### config.mk
export PLATFORM = sky130hd
export DESIGN_NAME = mdio_master
export DESIGN_NICKNAME = d
export VERILOG_FILES = /design/src/rtl/mdio_pkg.sv /design/src/rtl/mdio_halfcnt.sv /design/src/rtl/mdio_txmux.sv /design/src/rtl/mdio_seq.sv /design/src/rtl/mdio_rxcap.sv /design/src/rtl/mdio_master.sv
export SDC_FILE = /design/constraint.sdc
export NUM_CORES = 1
export LEC_CHECK = 0
export CAP_MARGIN = 15
export CORE_AREA = 5 5 107 89
export DETAILED_ROUTE_END_ITERATION = 10
export DIE_AREA = 0 0 112 94
export HOLD_SLACK_MARGIN = 0.12
export PLACE_DENSITY = 0.71
export REMOVE_ABC_BUFFERS = 1
export SYNTH_ARGS = -nofsm -noshare
export SYNTH_HDL_FRONTEND = slang
export SYNTH_SLANG_ARGS = --single-unit
### constraint.sdc
create_clock -name clk -period 2.5 [get_ports clk]
set_input_delay 0.25 -clock clk [delete_from_list [all_inputs] [get_ports clk]]
set_output_delay 0.25 -clock clk [all_outputs]
set_load 0.005 [all_outputs]
### src/rtl/mdio_pkg.sv
package mdio_pkg;

  localparam int unsigned ADDR_W  = 5;
  localparam int unsigned DATA_W  = 16;
  localparam int unsigned PRE_LEN = 32;
  localparam int unsigned FLUSH_N = 32;
  localparam int unsigned SLOT_W  = 7;

  typedef logic [SLOT_W-1:0] slot_t;

  // Management clock cycle numbers inside one frame.
  localparam slot_t S_START = slot_t'(PRE_LEN);
  localparam slot_t S_OPC   = slot_t'(PRE_LEN + 2);
  localparam slot_t S_PHY   = slot_t'(PRE_LEN + 4);
  localparam slot_t S_REG   = slot_t'(PRE_LEN + 4 + ADDR_W);
  localparam slot_t S_TURN  = slot_t'(PRE_LEN + 4 + 2 * ADDR_W);
  localparam slot_t S_RDAT  = slot_t'(PRE_LEN + 5 + 2 * ADDR_W);
  localparam slot_t S_WDAT  = slot_t'(PRE_LEN + 6 + 2 * ADDR_W);
  localparam slot_t S_LAST  = slot_t'(PRE_LEN + 6 + 2 * ADDR_W + DATA_W);
  localparam slot_t S_FLUSH = slot_t'(PRE_LEN + 4 + 2 * ADDR_W + FLUSH_N);

  typedef struct packed {
    logic              rd;
    logic [ADDR_W-1:0] phy;
    logic [ADDR_W-1:0] rega;
    logic [DATA_W-1:0] wdata;
  } req_t;

endpackage

### src/rtl/mdio_halfcnt.sv
module mdio_halfcnt #(
  parameter int unsigned HALF_CLKS = 4
) (
  input  logic clk,
  input  logic rst_n,
  input  logic run_i,
  output logic half_end_o
);

  localparam int unsigned CW = (HALF_CLKS > 1) ? $clog2(HALF_CLKS) : 1;
  localparam logic [CW-1:0] LAST = CW'(HALF_CLKS - 1);

  logic [CW-1:0] cnt_q, cnt_d;

  always_comb begin
    cnt_d = cnt_q;
    if (!run_i || (cnt_q == LAST)) cnt_d = '0;
    else                           cnt_d = cnt_q + 1'b1;
  end

  always_ff @(posedge clk or negedge rst_n) begin
    if (!rst_n) cnt_q <= '0;
    else        cnt_q <= cnt_d;
  end

  assign half_end_o = run_i && (cnt_q == LAST);

endmodule

### src/rtl/mdio_txmux.sv
module mdio_txmux
  import mdio_pkg::*;
(
  input  slot_t slot_i,
  input  req_t  req_i,
  output logic  oe_o,
  output logic  o_o
);

  localparam int unsigned AIW = $clog2(ADDR_W);
  localparam int unsigned DIW = $clog2(DATA_W);

  logic [AIW-1:0] phy_off, reg_off;
  logic [DIW-1:0] dat_off;

  always_comb begin
    phy_off = AIW'(slot_i - S_PHY);
    reg_off = AIW'(slot_i - S_REG);
    dat_off = DIW'(slot_i - S_WDAT);
    oe_o    = 1'b1;
    o_o     = 1'b1;
    if (slot_i < S_START) begin
      o_o = 1'b1;
    end else if (slot_i == S_START) begin
      o_o = 1'b0;
    end else if (slot_i < S_OPC) begin
      o_o = 1'b1;
    end else if (slot_i == S_OPC) begin
      o_o = req_i.rd;
    end else if (slot_i < S_PHY) begin
      o_o = !req_i.rd;
    end else if (slot_i < S_REG) begin
      o_o = req_i.phy[AIW'(ADDR_W - 1) - phy_off];
    end else if (slot_i < S_TURN) begin
      o_o = req_i.rega[AIW'(ADDR_W - 1) - reg_off];
    end else if (req_i.rd) begin
      oe_o = 1'b0;
    end else if (slot_i == S_TURN) begin
      o_o = 1'b1;
    end else if (slot_i < S_WDAT) begin
      o_o = 1'b0;
    end else if (slot_i < S_LAST) begin
      o_o = req_i.wdata[DIW'(DATA_W - 1) - dat_off];
    end else begin
      oe_o = 1'b0;
    end
  end

endmodule

### src/rtl/mdio_seq.sv
module mdio_seq
  import mdio_pkg::*;
(
  input  logic  clk,
  input  logic  rst_n,
  input  logic  start_i,
  input  logic  half_end_i,
  input  logic  rd_i,
  input  logic  line_i,
  output logic  busy_o,
  output logic  busy_next_o,
  output logic  done_o,
  output logic  mdc_o,
  output logic  accept_o,
  output logic  sample_o,
  output logic  finish_o,
  output logic  err_path_o,
  output slot_t slot_o,
  output slot_t slot_next_o
);

  logic  busy_q, busy_d;
  logic  done_q, done_d;
  logic  hi_q, hi_d;
  logic  mdc_q, mdc_d;
  logic  errp_q, errp_d;
  slot_t slot_q, slot_d;
  slot_t last_slot;

  assign accept_o  = start_i && !busy_q;
  assign sample_o  = busy_q && half_end_i && hi_q;
  assign last_slot = errp_q ? S_FLUSH : S_LAST;

  always_comb begin
    busy_d = busy_q;
    done_d = 1'b0;
    hi_d   = hi_q;
    mdc_d  = mdc_q;
    errp_d = errp_q;
    slot_d = slot_q;
    if (accept_o) begin
      busy_d = 1'b1;
      hi_d   = 1'b0;
      mdc_d  = 1'b0;
      errp_d = 1'b0;
      slot_d = '0;
    end else if (busy_q && half_end_i) begin
      if (!hi_q) begin
        hi_d  = 1'b1;
        mdc_d = 1'b1;
      end else begin
        if (rd_i && (slot_q == S_TURN) && line_i) errp_d = 1'b1;
        if (slot_q == last_slot) begin
          busy_d = 1'b0;
          done_d = 1'b1;
          mdc_d  = 1'b1;
        end else begin
          slot_d = slot_q + 1'b1;
          hi_d   = 1'b0;
          mdc_d  = 1'b0;
        end
      end
    end
  end

  always_ff @(posedge clk or negedge rst_n) begin
    if (!rst_n) begin
      busy_q <= 1'b0;
      done_q <= 1'b0;
      hi_q   <= 1'b1;
      mdc_q  <= 1'b1;
      errp_q <= 1'b0;
      slot_q <= '0;
    end else begin
      busy_q <= busy_d;
      done_q <= done_d;
      hi_q   <= hi_d;
      mdc_q  <= mdc_d;
      errp_q <= errp_d;
      slot_q <= slot_d;
    end
  end

  assign busy_o      = busy_q;
  assign busy_next_o = busy_d;
  assign done_o      = done_q;
  assign mdc_o       = mdc_q;
  assign finish_o    = done_d;
  assign err_path_o  = errp_q;
  assign slot_o      = slot_q;
  assign slot_next_o = slot_d;

endmodule

### src/rtl/mdio_rxcap.sv
module mdio_rxcap
  import mdio_pkg::*;
(
  input  logic              clk,
  input  logic              rst_n,
  input  logic              accept_i,
  input  logic              sample_i,
  input  logic              finish_i,
  input  logic              rd_i,
  input  logic              err_path_i,
  input  logic              line_i,
  input  slot_t             slot_i,
  output logic [DATA_W-1:0] rdata_o,
  output logic              err_o
);

  localparam slot_t S_RDAT_END = slot_t'(S_RDAT + slot_t'(DATA_W));

  logic [DATA_W-1:0] shift_q, shift_d;
  logic [DATA_W-1:0] res_q, res_d;
  logic              err_q, err_d;
  logic              in_window;

  assign in_window = (slot_i >= S_RDAT) && (slot_i < S_RDAT_END);

  always_comb begin
    shift_d = shift_q;
    res_d   = res_q;
    err_d   = err_q;
    if (sample_i && rd_i && in_window) shift_d = {shift_q[DATA_W-2:0], line_i};
    if (accept_i) begin
      res_d = '0;
      err_d = 1'b0;
    end else if (finish_i) begin
      err_d = rd_i && err_path_i;
      if (!rd_i)           res_d = '0;
      else if (err_path_i) res_d = '1;
      else                 res_d = shift_q;
    end
  end

  always_ff @(posedge clk or negedge rst_n) begin
    if (!rst_n) begin
      shift_q <= '0;
      res_q   <= '0;
      err_q   <= 1'b0;
    end else begin
      shift_q <= shift_d;
      res_q   <= res_d;
      err_q   <= err_d;
    end
  end

  assign rdata_o = res_q;
  assign err_o   = err_q;

endmodule

### src/rtl/mdio_master.sv
module mdio_master
  import mdio_pkg::*;
#(
  parameter int unsigned HALF_CLKS = 4
) (
  input  logic        clk,
  input  logic        rst_n,
  input  logic        start_i,
  input  logic        rd_i,
  input  logic [4:0]  phy_i,
  input  logic [4:0]  reg_i,
  input  logic [15:0] wdata_i,
  output logic        busy_o,
  output logic        done_o,
  output logic [15:0] rdata_o,
  output logic        err_o,
  output logic        mdc_o,
  output logic        mdio_o,
  output logic        mdio_oe_o,
  input  logic        mdio_i
);

  logic [1:0] rsync_q;
  logic       rst_int_n;

  always_ff @(posedge clk or negedge rst_n) begin
    if (!rst_n) rsync_q <= '0;
    else        rsync_q <= {rsync_q[0], 1'b1};
  end
  assign rst_int_n = rsync_q[1];

  logic  half_end, accept, sample, finish, err_path, busy_next;
  slot_t slot_q, slot_next;
  req_t  req_q, req_d;
  logic  mux_oe, mux_o;
  logic  oe_q, oe_d, o_q, o_d;

  mdio_halfcnt #(.HALF_CLKS(HALF_CLKS)) u_half (
    .clk        (clk),
    .rst_n      (rst_int_n),
    .run_i      (busy_o),
    .half_end_o (half_end)
  );

  mdio_seq u_seq (
    .clk         (clk),
    .rst_n       (rst_int_n),
    .start_i     (start_i),
    .half_end_i  (half_end),
    .rd_i        (req_q.rd),
    .line_i      (mdio_i),
    .busy_o      (busy_o),
    .busy_next_o (busy_next),
    .done_o      (done_o),
    .mdc_o       (mdc_o),
    .accept_o    (accept),
    .sample_o    (sample),
    .finish_o    (finish),
    .err_path_o  (err_path),
    .slot_o      (slot_q),
    .slot_next_o (slot_next)
  );

  mdio_txmux u_tx (
    .slot_i (slot_next),
    .req_i  (req_q),
    .oe_o   (mux_oe),
    .o_o    (mux_o)
  );

  mdio_rxcap u_rx (
    .clk        (clk),
    .rst_n      (rst_int_n),
    .accept_i   (accept),
    .sample_i   (sample),
    .finish_i   (finish),
    .rd_i       (req_q.rd),
    .err_path_i (err_path),
    .line_i     (mdio_i),
    .slot_i     (slot_q),
    .rdata_o    (rdata_o),
    .err_o      (err_o)
  );

  always_comb begin
    req_d = req_q;
    if (accept) req_d = '{rd: rd_i, phy: phy_i, rega: reg_i, wdata: wdata_i};
    if (busy_next) begin
      oe_d = mux_oe;
      o_d  = mux_oe ? mux_o : 1'b1;
    end else begin
      oe_d = 1'b0;
      o_d  = 1'b1;
    end
  end

  always_ff @(posedge clk or negedge rst_int_n) begin
    if (!rst_int_n) begin
      req_q <= '0;
      oe_q  <= 1'b0;
      o_q   <= 1'b1;
    end else begin
      req_q <= req_d;
      oe_q  <= oe_d;
      o_q   <= o_d;
    end
  end

  assign mdio_oe_o = oe_q;
  assign mdio_o    = o_q;

endmodule

==> flow_summary.yaml, run 1 <==
floorplan:
  core.rowCount: 30
  io_pins: 53
  core-area_sq_um: 8300
  die_w_um: 112
  die_h_um: 94
  die_area_sq_um: 10500
  start_util: 0.486
placed_design:
  dp_cells: 637
  place_ws_ns: -0.647
  port_buffers: 52
  dp_hpwl_um: 7490
  gp_congestion: 0.860
  placed_cell_area_sq_um: 5090
power:
  power_leakage_nw: 2.48
  power.density_nw_per_um2: 915
  finalPower_mw: 5.00
  ir_drop_uv: 508
logic_synthesis:
  synth_flop_cell: "dfrtp_1"
  yosys.area.top_type_share: 0.466
  seq_area_frac_synth: 0.479
  synth-edff-count: 0
  synthCells: 433
  ys_seq_elements: 77
  async_flop_share: 1.00
  ys_types: 66
  ys.warnings.count: 0
  synth_area_leaders: "dfrtp_1, nand2_1, mux2_2"
  synth_area_sq_um: 4030
  syn_avg_cell_area_sq_um: 9.31
  yosysTopAreaCell: "dfrtp_1"
setup_path:
  crit_path_start_kind: "flip-flop"
  critPathBufInv: 1
  arrival_ns: 3.33
  path_cells: "or4_4 > a21oi_4 > nor2_2 > a211oi_4 > inv_2 > ha_4 > a41o_1 > a41oi_2 > a211oi_2 > or3_1 > o211ai_2 > o21ai_1"
  critPathMaxStageDelay_ns: 0.55
  crit_type: "flip-flop to flip-flop"
  cp-end-kind: "flip-flop"
  crit_required_ns: 2.78
  critPathSlowestCell: "or4_4"
  cp-startpoint: "u_seq.slot_o[3]"
  crit-reg2reg-launch: "u_seq.slot_o[3]"
  critical_path.top_delay_family: "compound AO/OA/AOI/OAI gates"
  worstPathMaxFanout: 4
timing:
  report.final.hold_viol_count: 0
  worst_pin_slew_ns: 0.801
  post-route-period-util: 1.22
  timing.final.setup_violations: 2
  fin_crit_ns: 3.05
  relSlewSlack: 0.464
  skew_ns: 0.00839
  rsz0062_at_grt: "true"
  fmax_mhz: 327
  worst_slack_ns: -0.555
  drv_slew: 0
routing:
  drt_first_pass_iters: 4
  drcViolationCount: 0
  routed_wl_um: 10600
  drt-vias-per-instance: 5.49
  wl_per_cell_um: 16.0
  drt_iter0_markers: 225
  ant_nets: 0
  route.vias.total: 3630
clocking:
  cts_tree: "built"
  worstSkewPairLatency_ns: 0.35
  cts_buffers: 9
  cts_max_level: 3
  cts_num_sinks: 77
  clkTransAtPathRegs_ns: 0.08
  cts_max_path_buffers: 2
  clockRootBuffer: "clkbuf_8"
cells_and_area:
  nets: 583
  layoutNonFillerInstCount: 661
  final_common_cell: "nand2_1"
  area_growth_pct: 35.5
  drive_gt1_frac: 0.250
  final_cell_mix: "nand2_1, dfrtp_1, buf_4, clkdlybuf4s50_1, o21ai_0"
  n_antenna_cell: 0
  final_core_util: 0.659
  fin_area_sq_um: 5460
hold_path:
  hold_class: "flip-flop to async pin"
global_routing:
  grt_pass1_vias: 3608
  grt_pass1_wl_um: 17900
  grt_max_degree: 48
  overflow: 0
  grt_usage: 0.211
  antenna_found_initial: 0
outcome:
  status: "finished with violations"
  violations: "setup timing"
flow_run:
  cap_violations: 0
## cell usage after synthesis (6+ instances only)
master and number:
nand2_1 109, o211ai_1 9, mux2_2 19, o21ai_0 37, a31oi_1 7, dfrtp_1 75, nor3_1 9, ha_1 8
inv_1 8, nand4_1 12, nand3_1 9, nor2_1 13, buf_2 6, a21oi_1 14, clkbuf_1 17
## what timing repair did
| item | in CTS | in global routing |
|---|---|---|
| hold buffers | 1 | 0 |
| setup endpoints to repair | 2 | 2 |
| hold endpoints to repair | 2 | 0 |
| setup buffers | 5 | 2 |
| pin swaps | 10 | 4 |
| resized for setup | 13 | 4 |
## worst paths after layout
path	end	slack [ns]	cells past startpoint
max	mdio_o	-0.55	12
min	u_rx.shift_q[4]	0.31	0
max reg2reg	mdio_o	-0.55	12
min reg2reg	u_rx.shift_q[4]	0.31	0
max in group asynchronous	u_seq.hi_q	1.47	1
min in group clk	rsync_q[1]	0.36	0
## where the power goes
group          internal [mW]  switching [mW]
clock                  0.666           0.471
combinational           1.19            1.18
sequential              1.39           0.104
total                   3.24            1.76
## cells by family (layout without fill, tap and decap cells)
| group | Yosys count | in the layout | synth area share |
|---|---|---|---|
| fa+ha+maj | 8 | 8 | 0.0248 |
| mux | 24 | 24 | 0.0698 |
| other cells | 1 | 1 | 0.000930 |
| simple gates | 182 | 182 | 0.211 |
| xor+xnor | 3 | 3 | 0.00652 |
| compound gates | 100 | 100 | 0.166 |
| buf+inv | 38 | 154 | 0.0422 |
| flops | 77 | 77 | 0.479 |
## per-stage QoR
step | hold WS, ns | TNS [ns]
after floorplan | -0.0456 | -14.08
after CTS | 0.330 | -0.751
after detailed placement | 0.322 | -1.06
after global routing | 0.387 | -1.15
after global placement | 0.310 | -0.840
final | 0.305 | -0.868
## cell type report
cell class | count | area [sq um]
well taps | 112 | 140
inverters | 11 | 48.8
clock inverters | 6 | 113
fillers | 692 | 2830
multi-input cells | 318 | 1990
flip-flops and latches | 77 | 1930
clock buffers | 10 | 128
repair buffers | 127 | 1120
## metal layers
metal  vias up  GRT usage  wire [um]
met5         -          0          0
met1      1734      0.287       4830
met2       125      0.349       4920
met4         0     0.0591        218
li1       1753          -          -
met3        18     0.0373        593
## sequential cells by signal (all words and copies together), names as in the netlist
name	cells
mdio_o	1
mdio_oe_o	1
req_q	27
rsync_q	2
u_half.cnt_q	2
u_rx.err_o	1
u_rx.rdata_o	16
u_rx.shift_q	16
u_seq.busy_o	1
u_seq.done_o	1
u_seq.err_path_o	1
u_seq.hi_q	1
u_seq.slot_o	7
Note: power is estimated with default switching activity, not from simulation.
==> inputs of run 2 (changes only) <==
==> constraint.sdc (replaced) <==
create_clock -name clk -period 2.71 [get_ports clk]
set_input_delay 0.271 -clock clk [delete_from_list [all_inputs] [get_ports clk]]
set_output_delay 0.271 -clock clk [all_outputs]
set_load 0.005 [all_outputs]
==> run 2 against run 1 <==
The run still ends with setup timing left. Final area fell by 2.0%. Routed wire length down 5.1%. Core utilization is 1.3 points lower. Combinational power decreased by 15%. Sequential power is 8% lower. Fmax rose by 5.0%. Via count is 2.1% lower. Clock skew grew 0.0031 ns. Clock-buffer cell count is the same.
==> flow_summary.yaml, run 2 (same netlist as run 1, synthesis figures left out) <==
global_routing:
  overflow: 0
  grt_usage: 0.201
  grt_pass1_wl_um: 17000
  grt_pass1_vias: 3463
  grt_max_degree: 50
  antenna_found_initial: 0
cells_and_area:
  final_cell_mix: "nand2_1, dfrtp_1, buf_4, clkdlybuf4s50_1, o21ai_0"
  final_common_cell: "nand2_1"
  largest_reg_flops: 27
  area_growth_pct: 32.8
  drive_gt1_frac: 0.230
  largest-register: "req_q"
  fillCellCount: 678
  nets: 569
  n_antenna_cell: 0
  final_core_util: 0.645
setup_path:
  crit_path_start_kind: "flip-flop"
  worstPathMaxFanout: 4
  r2r_slack_ns: -0.20
  r2r_cells: 12
  arrival_ns: 3.19
  crit_required_ns: 2.99
  r2r-end: "mdio_o"
  crit_type: "flip-flop to flip-flop"
  crit-reg2reg-launch: "u_seq.slot_o[2]"
  critPathMaxStageDelay_ns: 0.56
  cp-end-kind: "flip-flop"
  critPathSlowestCell: "or4_4"
  path_cells: "or4_4 > a21oi_4 > nor2_2 > a211oi_4 > inv_2 > ha_4 > a41o_1 > a41oi_2 > a211oi_2 > or3_1 > o211ai_2 > o21ai_1"
routing:
  drt_iter0_markers: 208
  route.vias.total: 3552
  wl_per_cell_um: 15.5
  drt-vias-per-instance: 5.49
  ant_nets: 0
  drcViolationCount: 0
  drt_first_pass_iters: 5
  routed_wl_um: 10000
timing:
  worst_slack_ns: -0.201
  rsz0062_at_grt: "true"
  post-route-period-util: 1.07
  report.final.hold_viol_count: 0
  fin_tns_setup_ns: -0.201
  drv_slew: 0
  timing.final.setup_violations: 1
  relSlewSlack: 0.452
  worst_pin_slew_ns: 0.818
  skew_ns: 0.0115
  fin_crit_ns: 2.91
  fmax_mhz: 344
clocking:
  cts_tree: "built"
  worstSkewPairLatency_ns: 0.35
  cts_num_sinks: 77
  cts_max_level: 3
  clockRootBuffer: "clkbuf_8"
  clkTransAtPathRegs_ns: 0.08
  cts_max_path_buffers: 2
  cts_buffers: 9
floorplan:
  io_pins: 53
  die_w_um: 112
  die_area_sq_um: 10500
  die_h_um: 94
  core.rowCount: 30
  start_util: 0.486
  core-area_sq_um: 8300
hold_path:
  hold_class: "flip-flop to async pin"
placed_design:
  place_ws_ns: -0.333
  dp_hpwl_um: 7380
  port_buffers: 52
  gp_congestion: 0.831
outcome:
  violations: "setup timing"
  status: "finished with violations"
flow_run:
  cap_violations: 0
power:
  ir_drop_uv: 480
  power_leakage_nw: 2.42
  power.density_nw_per_um2: 830
  finalPower_mw: 4.44
==> run 2: changes by cell type in the layout (fill, tap and decap cells not counted), sizes merged <==
cell,previous run,this run
buf,74,60
==> run 2: layer usage <==
| layer | GRT usage | up-vias | routed length, um | share of wire |
|---|---|---|---|---|
| met1 | 0.279 | 1691 | 4620 | 0.46 |
| met2 | 0.314 | 125 | 4640 | 0.46 |
| met3 | 0.0502 | 13 | 639 | 0.064 |
| met4 | 0.0581 | 0 | 123 | 0.012 |
| li1 | - | 1723 | - | - |
| met5 | 0 | - | 0 | 0 |
==> run 2: report_power, final <==
part           internal, mW  switching, mW  leakage (nW)
sequential             1.28         0.0903         0.996
combinational         0.984           1.04          1.30
clock                 0.614          0.436         0.120
==> run 2: worst max-delay path by stage <==
| stage | startpoint | end | slack (ns) | cells past startpoint |
|---|---|---|---|---|
| 2_1_floorplan | u_seq.busy_o | mdio_o | -0.94 | 9 |
| 3_3_place_gp | u_seq.err_path_o | mdio_o | -0.26 | 12 |
| 3_5_place_dp | u_seq.slot_o[0] | mdio_o | -0.33 | 12 |
| 4_1_cts | u_seq.slot_o[2] | mdio_o | -0.18 | 12 |
| 5_1_grt | u_seq.slot_o[0] | mdio_o | -0.33 | 14 |
| 6_report | u_seq.slot_o[2] | mdio_o | -0.20 | 12 |
==> run 2: repair_timing <==
action / in CTS / in global routing
gates resized for setup: 10 / 5
pin swaps: 7 / 3
endpoints found under the setup margin: 2 / 2
endpoints found under the hold margin: 2 / 0
setup buffers: 1 / 1
hold buffers: 1 / 0
==> run 2: area by class of cell <==
| cell class | instances | area, sq um | area share |
|---|---|---|---|
| multi-input combinational | 318 | 2000 | 0.373 |
| sequential | 77 | 1930 | 0.361 |
| timing repair buffer | 113 | 997 | 0.186 |
| tap | 112 | 140 | 0.0262 |
| clock buffer | 10 | 128 | 0.0238 |
| clock inverter | 6 | 113 | 0.0210 |
| inverter | 11 | 48.8 | 0.00912 |
==> run 2: stage by stage <==
step           cell area [sq um]  cells  hold WS (ns)
6_report                    5350    647         0.277
5_1_grt                     5350    647         0.358
4_1_cts                     5330    646         0.309
3_5_place_dp                5030    628         0.302
3_3_place_gp                5030    628         0.290
2_1_floorplan               3910    406       -0.0246
==> run 2: critical path: cells and delay by family, from the launching register on <==
family	cells	cell delay, ns
buf+inv	1	0.12
fa+ha+maj	1	0.18
flops	1	0.38
compound gates	7	1.15
simple gates	3	1.01
